**config.mk**
```make
export PLATFORM = sky130hd
export DESIGN_NAME = sgm_master
export DESIGN_NICKNAME = d
export VERILOG_FILES = /design/src/rtl/sgm_pkg.sv /design/src/rtl/sgm_divider.sv /design/src/rtl/sgm_frame.sv /design/src/rtl/sgm_regs.sv /design/src/rtl/sgm_master.sv
export SDC_FILE = /design/constraint.sdc
export NUM_CORES = 1
export LEC_CHECK = 0
export ABC_AREA = 1
export BUFFER_PORTS_ARGS = -buffer_cell sky130_fd_sc_hd__buf_2
export CELL_PAD_IN_SITES_DETAIL_PLACEMENT = 2
export CELL_PAD_IN_SITES_GLOBAL_PLACEMENT = 2
export CORE_MARGIN = 1
export CORE_UTILIZATION = 37
export CTS_CLUSTER_DIAMETER = 200
export DETAILED_ROUTE_END_ITERATION = 16
export PLACE_DENSITY_LB_ADDON = 0.1
export SYNTH_ARGS = -nofsm -noshare
export SYNTH_HDL_FRONTEND = slang
export SYNTH_SLANG_ARGS = --single-unit
```
**constraint.sdc**
```tcl
create_clock -name clk -period 2.93 [get_ports clk]
set_input_delay 0.586 -clock clk [delete_from_list [all_inputs] [get_ports clk]]
set_output_delay 0.586 -clock clk [all_outputs]
set_load 0.02 [all_outputs]
```
**src/rtl/sgm_pkg.sv**
```systemverilog
`timescale 1ns/1ps
package sgm_pkg;

  localparam int DIV_W   = 16;
  localparam int CNT_W   = 4;
  localparam int BANK_W  = 32;
  localparam int DIV_LSB = 16;
  localparam int CNT_LSB = 6;

  typedef enum logic [1:0] {PH_IDLE, PH_LOAD, PH_SHIFT} phase_t;

  // Divider below one is not legal; it is raised to one.
  function automatic logic [DIV_W-1:0] fix_div(input logic [DIV_W-1:0] d);
    return (d == '0) ? DIV_W'(1) : d;
  endfunction

  // Byte count limited to 1..max_bytes.
  function automatic logic [CNT_W-1:0] fix_bytes(input logic [CNT_W-1:0] b,
                                                 input int unsigned max_bytes);
    if (b == '0) return CNT_W'(1);
    if (32'(b) > max_bytes) return CNT_W'(max_bytes);
    return b;
  endfunction

  // Control word as seen on a read; divider comes back doubled.
  function automatic logic [31:0] ctrl_word(input logic [DIV_W-1:0] d,
                                            input logic [CNT_W-1:0] b,
                                            input logic en);
    return {d[DIV_W-2:0], 1'b0, 6'b0, b, 5'b0, en};
  endfunction

  function automatic int unsigned bank_count(input int unsigned max_bytes);
    return (max_bytes * 8 + BANK_W - 1) / BANK_W;
  endfunction

endpackage

```
**src/rtl/sgm_divider.sv**
```systemverilog
`timescale 1ns/1ps
module sgm_divider
  import sgm_pkg::*;
(
  input  logic             clk,
  input  logic             rst_n,
  input  logic             run,
  input  logic [DIV_W-1:0] div,
  output logic             tick
);

  logic [DIV_W-1:0] hcnt;

  // One tick per half serial period: divider+1 system cycles.
  assign tick = run && (hcnt >= div);

  always_ff @(posedge clk or negedge rst_n) begin
    if (!rst_n) begin
      hcnt <= '0;
    end else if (!run || tick) begin
      hcnt <= '0;
    end else begin
      hcnt <= hcnt + 1'b1;
    end
  end

endmodule

```
**src/rtl/sgm_frame.sv**
```systemverilog
`timescale 1ns/1ps
module sgm_frame
  import sgm_pkg::*;
#(
  parameter int MAX_LINES = 80,
  parameter int LW        = 7
) (
  input  logic                 clk,
  input  logic                 rst_n,
  input  logic                 en,
  input  logic                 tick,
  input  logic [LW-1:0]        lines,
  input  logic [MAX_LINES-1:0] out_vec,
  input  logic                 sin,
  output logic                 sclk,
  output logic                 load_n,
  output logic                 sout,
  output logic [MAX_LINES-1:0] cap_vec,
  output logic                 commit,
  output logic                 run
);

  phase_t               phase;
  logic [LW-1:0]        bit_idx;
  logic [LW-1:0]        nlines_q;
  logic [LW-1:0]        nxt_idx;
  logic [MAX_LINES-1:0] snap;
  logic                 last_bit;
  logic                 rise_evt;
  logic                 fall_evt;

  assign run      = (phase != PH_IDLE);
  assign rise_evt = en && tick && !sclk;
  assign fall_evt = en && tick && sclk;
  assign last_bit = (bit_idx == nlines_q - 1'b1);
  assign nxt_idx  = bit_idx + 1'b1;
  assign commit   = fall_evt && (phase == PH_SHIFT) && last_bit;

  always_ff @(posedge clk or negedge rst_n) begin
    if (!rst_n) begin
      phase    <= PH_IDLE;
      sclk     <= 1'b0;
      load_n   <= 1'b1;
      sout     <= 1'b0;
      bit_idx  <= '0;
      nlines_q <= '0;
      snap     <= '0;
      cap_vec  <= '0;
    end else if (!en) begin
      phase  <= PH_IDLE;
      sclk   <= 1'b0;
      load_n <= 1'b1;
      sout   <= 1'b0;
    end else begin
      unique case (phase)
        PH_IDLE: begin
          phase    <= PH_LOAD;
          load_n   <= 1'b0;
          sclk     <= 1'b0;
          snap     <= out_vec;
          nlines_q <= lines;
          cap_vec  <= '0;
        end
        PH_LOAD: begin
          if (tick) sclk <= ~sclk;
          if (fall_evt) begin
            phase   <= PH_SHIFT;
            load_n  <= 1'b1;
            bit_idx <= '0;
            sout    <= snap[0];
          end
        end
        PH_SHIFT: begin
          if (tick) sclk <= ~sclk;
          if (rise_evt) begin
            cap_vec[bit_idx] <= sin;
          end else if (fall_evt) begin
            if (last_bit) begin
              phase    <= PH_LOAD;
              load_n   <= 1'b0;
              sout     <= 1'b0;
              snap     <= out_vec;
              nlines_q <= lines;
              cap_vec  <= '0;
            end else begin
              bit_idx <= nxt_idx;
              sout    <= snap[nxt_idx];
            end
          end
        end
        default: phase <= PH_IDLE;
      endcase
    end
  end

endmodule

```
**src/rtl/sgm_regs.sv**
```systemverilog
`timescale 1ns/1ps
module sgm_regs
  import sgm_pkg::*;
#(
  parameter int MAX_BYTES = 10,
  parameter int BANKS     = 3,
  parameter int AW        = 3,
  parameter int LW        = 7,
  parameter int MAX_LINES = 80,
  localparam int BANK_BITS = BANKS * BANK_W
) (
  input  logic                 clk,
  input  logic                 rst_n,
  input  logic                 bus_we,
  input  logic [AW-1:0]        bus_addr,
  input  logic [31:0]          bus_wdata,
  output logic [31:0]          bus_rdata,
  input  logic                 commit,
  input  logic [MAX_LINES-1:0] cap_vec,
  output logic                 ctrl_en,
  output logic [DIV_W-1:0]     div_val,
  output logic [CNT_W-1:0]     byte_val,
  output logic [LW-1:0]        lines,
  output logic [MAX_LINES-1:0] out_vec,
  output logic [BANK_BITS-1:0] in_val_vec
);

  logic [BANK_BITS-1:0] latch_vec;
  logic [BANK_BITS-1:0] vmask;
  logic [BANK_BITS-1:0] lmask;
  logic [BANK_BITS-1:0] cap_ext;
  logic                 ctrl_hit;

  assign lines    = LW'({byte_val, 3'b000});
  assign out_vec  = latch_vec[MAX_LINES-1:0];
  assign ctrl_hit = bus_we && (bus_addr == '0);

  always_comb begin
    cap_ext = '0;
    cap_ext[MAX_LINES-1:0] = cap_vec;
    for (int i = 0; i < BANK_BITS; i++) begin
      vmask[i] = (i < MAX_LINES);
      lmask[i] = (i < int'(lines));
    end
  end

  always_ff @(posedge clk or negedge rst_n) begin
    if (!rst_n) begin
      div_val  <= DIV_W'(1);
      byte_val <= CNT_W'(1);
      ctrl_en  <= 1'b0;
    end else if (ctrl_hit) begin
      div_val  <= fix_div(bus_wdata[DIV_LSB +: DIV_W]);
      byte_val <= fix_bytes(bus_wdata[CNT_LSB +: CNT_W], MAX_BYTES);
      ctrl_en  <= bus_wdata[0];
    end
  end

  always_ff @(posedge clk or negedge rst_n) begin
    if (!rst_n) begin
      in_val_vec <= '0;
    end else if (commit) begin
      in_val_vec <= cap_ext & lmask;
    end
  end

  logic [31:0] val_word [BANKS];
  logic [31:0] rb_word  [BANKS];

  for (genvar b = 0; b < BANKS; b++) begin : g_bank
    logic bank_hit;
    assign bank_hit    = bus_we && (bus_addr == AW'(1 + b));
    assign val_word[b] = in_val_vec[b*BANK_W +: BANK_W];
    assign rb_word[b]  = latch_vec[b*BANK_W +: BANK_W];

    always_ff @(posedge clk or negedge rst_n) begin
      if (!rst_n) begin
        latch_vec[b*BANK_W +: BANK_W] <= '0;
      end else if (bank_hit) begin
        latch_vec[b*BANK_W +: BANK_W] <= bus_wdata & vmask[b*BANK_W +: BANK_W];
      end
    end
  end

  always_comb begin
    bus_rdata = '0;
    if (bus_addr == '0) bus_rdata = ctrl_word(div_val, byte_val, ctrl_en);
    for (int b = 0; b < BANKS; b++) begin
      if (bus_addr == AW'(1 + b))         bus_rdata = val_word[b];
      if (bus_addr == AW'(1 + BANKS + b)) bus_rdata = rb_word[b];
    end
  end

endmodule

```
**src/rtl/sgm_master.sv**
```systemverilog
`timescale 1ns/1ps
module sgm_master
  import sgm_pkg::*;
#(
  parameter int  MAX_BYTES = 10,
  localparam int BANKS     = bank_count(MAX_BYTES),
  localparam int AW        = $clog2(2 * BANKS + 1)
) (
  input  logic          clk,
  input  logic          rst_n,
  input  logic          bus_we,
  input  logic [AW-1:0] bus_addr,
  input  logic [31:0]   bus_wdata,
  output logic [31:0]   bus_rdata,
  output logic          sgp_clk,
  output logic          sgp_load_n,
  output logic          sgp_dout,
  input  logic          sgp_din
);

  localparam int MAX_LINES = MAX_BYTES * 8;
  localparam int LW        = $clog2(MAX_LINES + 1);
  localparam int BANK_BITS = BANKS * BANK_W;

  logic                 ctrl_en;
  logic [DIV_W-1:0]     div_val;
  logic [CNT_W-1:0]     byte_val;
  logic [LW-1:0]        line_cnt;
  logic [MAX_LINES-1:0] out_vec;
  logic [MAX_LINES-1:0] cap_vec;
  logic [BANK_BITS-1:0] in_val_vec;
  logic                 half_tick;
  logic                 frame_run;
  logic                 frame_commit;

  sgm_regs #(
    .MAX_BYTES (MAX_BYTES),
    .BANKS     (BANKS),
    .AW        (AW),
    .LW        (LW),
    .MAX_LINES (MAX_LINES)
  ) u_regs (
    .clk        (clk),
    .rst_n      (rst_n),
    .bus_we     (bus_we),
    .bus_addr   (bus_addr),
    .bus_wdata  (bus_wdata),
    .bus_rdata  (bus_rdata),
    .commit     (frame_commit),
    .cap_vec    (cap_vec),
    .ctrl_en    (ctrl_en),
    .div_val    (div_val),
    .byte_val   (byte_val),
    .lines      (line_cnt),
    .out_vec    (out_vec),
    .in_val_vec (in_val_vec)
  );

  sgm_divider u_div (
    .clk   (clk),
    .rst_n (rst_n),
    .run   (frame_run),
    .div   (div_val),
    .tick  (half_tick)
  );

  sgm_frame #(
    .MAX_LINES (MAX_LINES),
    .LW        (LW)
  ) u_frame (
    .clk     (clk),
    .rst_n   (rst_n),
    .en      (ctrl_en),
    .tick    (half_tick),
    .lines   (line_cnt),
    .out_vec (out_vec),
    .sin     (sgp_din),
    .sclk    (sgp_clk),
    .load_n  (sgp_load_n),
    .sout    (sgp_dout),
    .cap_vec (cap_vec),
    .commit  (frame_commit),
    .run     (frame_run)
  );

endmodule

```
==> summary.txt <==
met2 wire length -> 33.84 mm
Seq pwr share -> 0.396
wire length on met3 -> 3.093 mm
largest family of logic cells by synthesized area -> simple AND/OR/NAND/NOR gates
Internal Power -> 10720 µW
most frequent cells in the layout -> 853 x nand2_1, 370 x dfrtp_1, 207 x nand3_1
GRT Resource Usage Total -> 0.2920
status -> complete, no violations
final hold vios -> 0
Tmin final -> 2744 ps
most common cell after layout, fill and taps aside -> nand2_1
DP Worst Slack -> 252.5 ps
RSZ-0062 raised after global routing -> false
WL final -> 73.51 mm
CP Class -> flip-flop to flip-flop
final RePlAce weighted congestion -> 0.9079
P per Cell Area -> 785.8 nW/µm²
first-pass GRT wire length -> 113.9 mm
CTS tree -> done
top_reg_cell synth -> dfrtp_1
num ports -> 74
crit path launch type -> flip-flop
metal1 wirelength -> 35.02 mm
period utilization -> 0.9364
worst-skew pair later-pin latency -> 590 ps
TritonRoute pass-1 iters -> 5
max cap viols -> 0
filler cell count -> 5738
1st-iter DRT viols -> 1284
global route overflow -> 0
Worst Tran Pin Value -> 1013 ps
Gate power share -> 0.257
adder-cell share of the synthesized area -> 0.01532
CP max FO -> 48
via/cell ratio -> 5.528
FF+latch count, synth -> 373
deepest clock path buffer count -> 3
chip width -> 227.3 µm
Final Skew -> 17.99 ps
Std-Cell Rows -> 82
Sw Share -> 0.3655
final setup fails -> 0
Slew HR -> 0.3246
Yosys top cell by area -> dfrtp_1
mux share of post-synthesis cell area -> 0
layout cells sized above 1 -> 0.09988
WL/cell -> 23.36 µm
CORE AREA -> 50070 µm²
htree depth -> 2
Final nets -> 2499
XOR/XNOR share of the synthesized area -> 0.005130
PostCTS Resize Cnt -> 0
Initial Util -> 0.3751
CP Data Arrival Time -> 3220 ps
Finished Core Util -> 0.4294
cts bufs inserted -> 44
maximum VDD drop -> 0.3418 mV
Synthesized Nets -> 2463
Pins Over Slew Limit -> 0
initial antenna violation count -> 2
Chip Height -> 227.3 µm
ys async rst share -> 1.000
pin count of the biggest net entering global routing -> 82
vias in the first global route -> 18602
Reg clk slew, reported paths -> 60 ps
worst setup margin -> 186.4 ps
Top Metal Used -> met4
Post-synth EDFFs -> 0
simple-gate portion of the synthesized area -> 0.3130
area fraction of the dominant cell type after synthesis -> 0.4930
synth unique cells -> 44
YS warnings -> 0
Final ANT Viol Nets -> 0
Hold Path Class -> input pin to flip-flop
P_leak -> 0.01012 µW
Psw -> 6175 µW
number of port buffers -> 73
Setup TNS -> 0 ps
HPWL Detailed -> 51.35 mm
clock share of power -> 0.347
Crit path required time -> 3400 ps
area grow syn2layout -> 14.48%
final cell count without fillers -> 3147
synth top area cells -> dfrtp_1 49%, nand2_1 17%, nand3_1 5.5%
Synth Instances -> 2401
Worst Setup End Kind -> flip-flop
Synth Cell Area -> 18780 µm²
dpl cells -> 3062
Clock Tree Root -> clkbuf_16
register area share after synthesis -> 0.4972
DRC -> 0
CTS sink count -> 373
die area -> 51660 µm²
syn avg cell area -> 7.822 µm²
vias -> 17396
Compound-Gate Fraction of Synth Area -> 0.1075
fmax -> 364.5 MHz
-- metal layers --
layer  up-vias  global-route usage
li1       7904                   -
met1      9051              0.4211
met2       341              0.4589
met3       100             0.04027
met4         0             0.07599
met5         -                   0
-- Yosys cell counts, types with 18 or more instances --
cell      instances
nand2_1         856
dfrtp_1         370
nand3_1         207
nor2_1          199
o21ai_0         155
inv_1           107
nand3b_1         81
clkbuf_1         78
o21ai_1          63
buf_2            38
a21oi_1          36
ha_1             23
o21ai_2          20
o211ai_1         18
-- critical path, cell delays in order (launching register included) --
cell	delay, ps
dfrtp_1	430
inv_1	80
ha_1	320
nand2_1	70
nor2_1	90
nor2_1	50
nand2_1	60
nand2_1	50
nand2_1	70
nand2_1	110
nand2_2	120
nand4_2	160
nand2_1	110
nand2_1	160
nand2_2	200
buf_12	260
nand3_1	110
nand2_1	100
nand2_1	60
-- sequential cells by signal (all words and copies together) (netlist names), 2 cells and up --
register and count:
u_frame.cap_vec 80, u_frame.snap 80, u_regs.in_val_vec 80, u_regs.out_vec 80, u_div.hcnt 16, u_regs.div_val 16, u_frame.bit_idx 7, u_frame.nlines_q 4
u_regs.byte_val 4, u_frame.phase 2
-- cell type report --
type	instances	area, µm²	share of cell area
clock buffer	61	1276	0.05936
timing repair buffer	130	1018	0.04737
antenna	2	5.005	0.0002328
multi-input combinational	1763	8308	0.3864
clock inverter	21	245.2	0.01141
sequential	373	9338	0.4343
tap	672	840.8	0.03911
inverter	125	469.2	0.02182
-- final timing paths --
kind | startpoint | to | slack, ps | cells after the start
worst max register to register | u_regs.div_val[1] | u_frame.cap_vec[71] | 190 | 18
worst min-delay path | bus_wdata[8] | u_regs.byte_val[2] | 320 | 3
worst max-delay path | u_regs.div_val[1] | u_frame.cap_vec[71] | 190 | 18
worst min register to register | u_frame.snap[32] | u_frame.snap[32] | 470 | 2
min in group asynchronous | rst_n | u_frame.snap[15] | 600 | 2
max in group asynchronous | rst_n | u_frame.snap[23] | 1500 | 3
-- power by group through the flow --
| stage | clock, µW | sequential (µW) | combinational [µW] |
|---|---|---|---|
| floorplan | 0 | 6390 | 2800 |
| global placement | 0 | 6700 | 4110 |
| detailed placement | 0 | 6740 | 4300 |
| CTS | 5980 | 6670 | 4390 |
| global route | 6150 | 6760 | 4830 |
| finish | 5860 | 6690 | 4340 |
-- kinds of logic after synthesis --
kind of cell | after synthesis
AOI/OAI and AO/OA | 344
buffers and inverters | 265
DFF | 373
and+or+nand+nor | 1385
xor gates and xnor gates | 11
adders and majority gates | 23
-- through the flow --
step | power [µW] | instance area [µm²] | hold WS, ps
5_1_grt | 17740 | 21500 | 313.3
3_5_place_dp | 11040 | 19960 | 453.8
6_report | 16900 | 21500 | 319.6
3_3_place_gp | 10810 | 19960 | 448.7
4_1_cts | 17050 | 21500 | 287.5
2_1_floorplan | 9187 | 18780 | 290.4
-- what timing repair did --
item,in CTS,in global routing
buffers inserted,0,0
endpoints found under the hold margin,30,0
hold buffers,1,0
(Power assumes the default switching activity.)
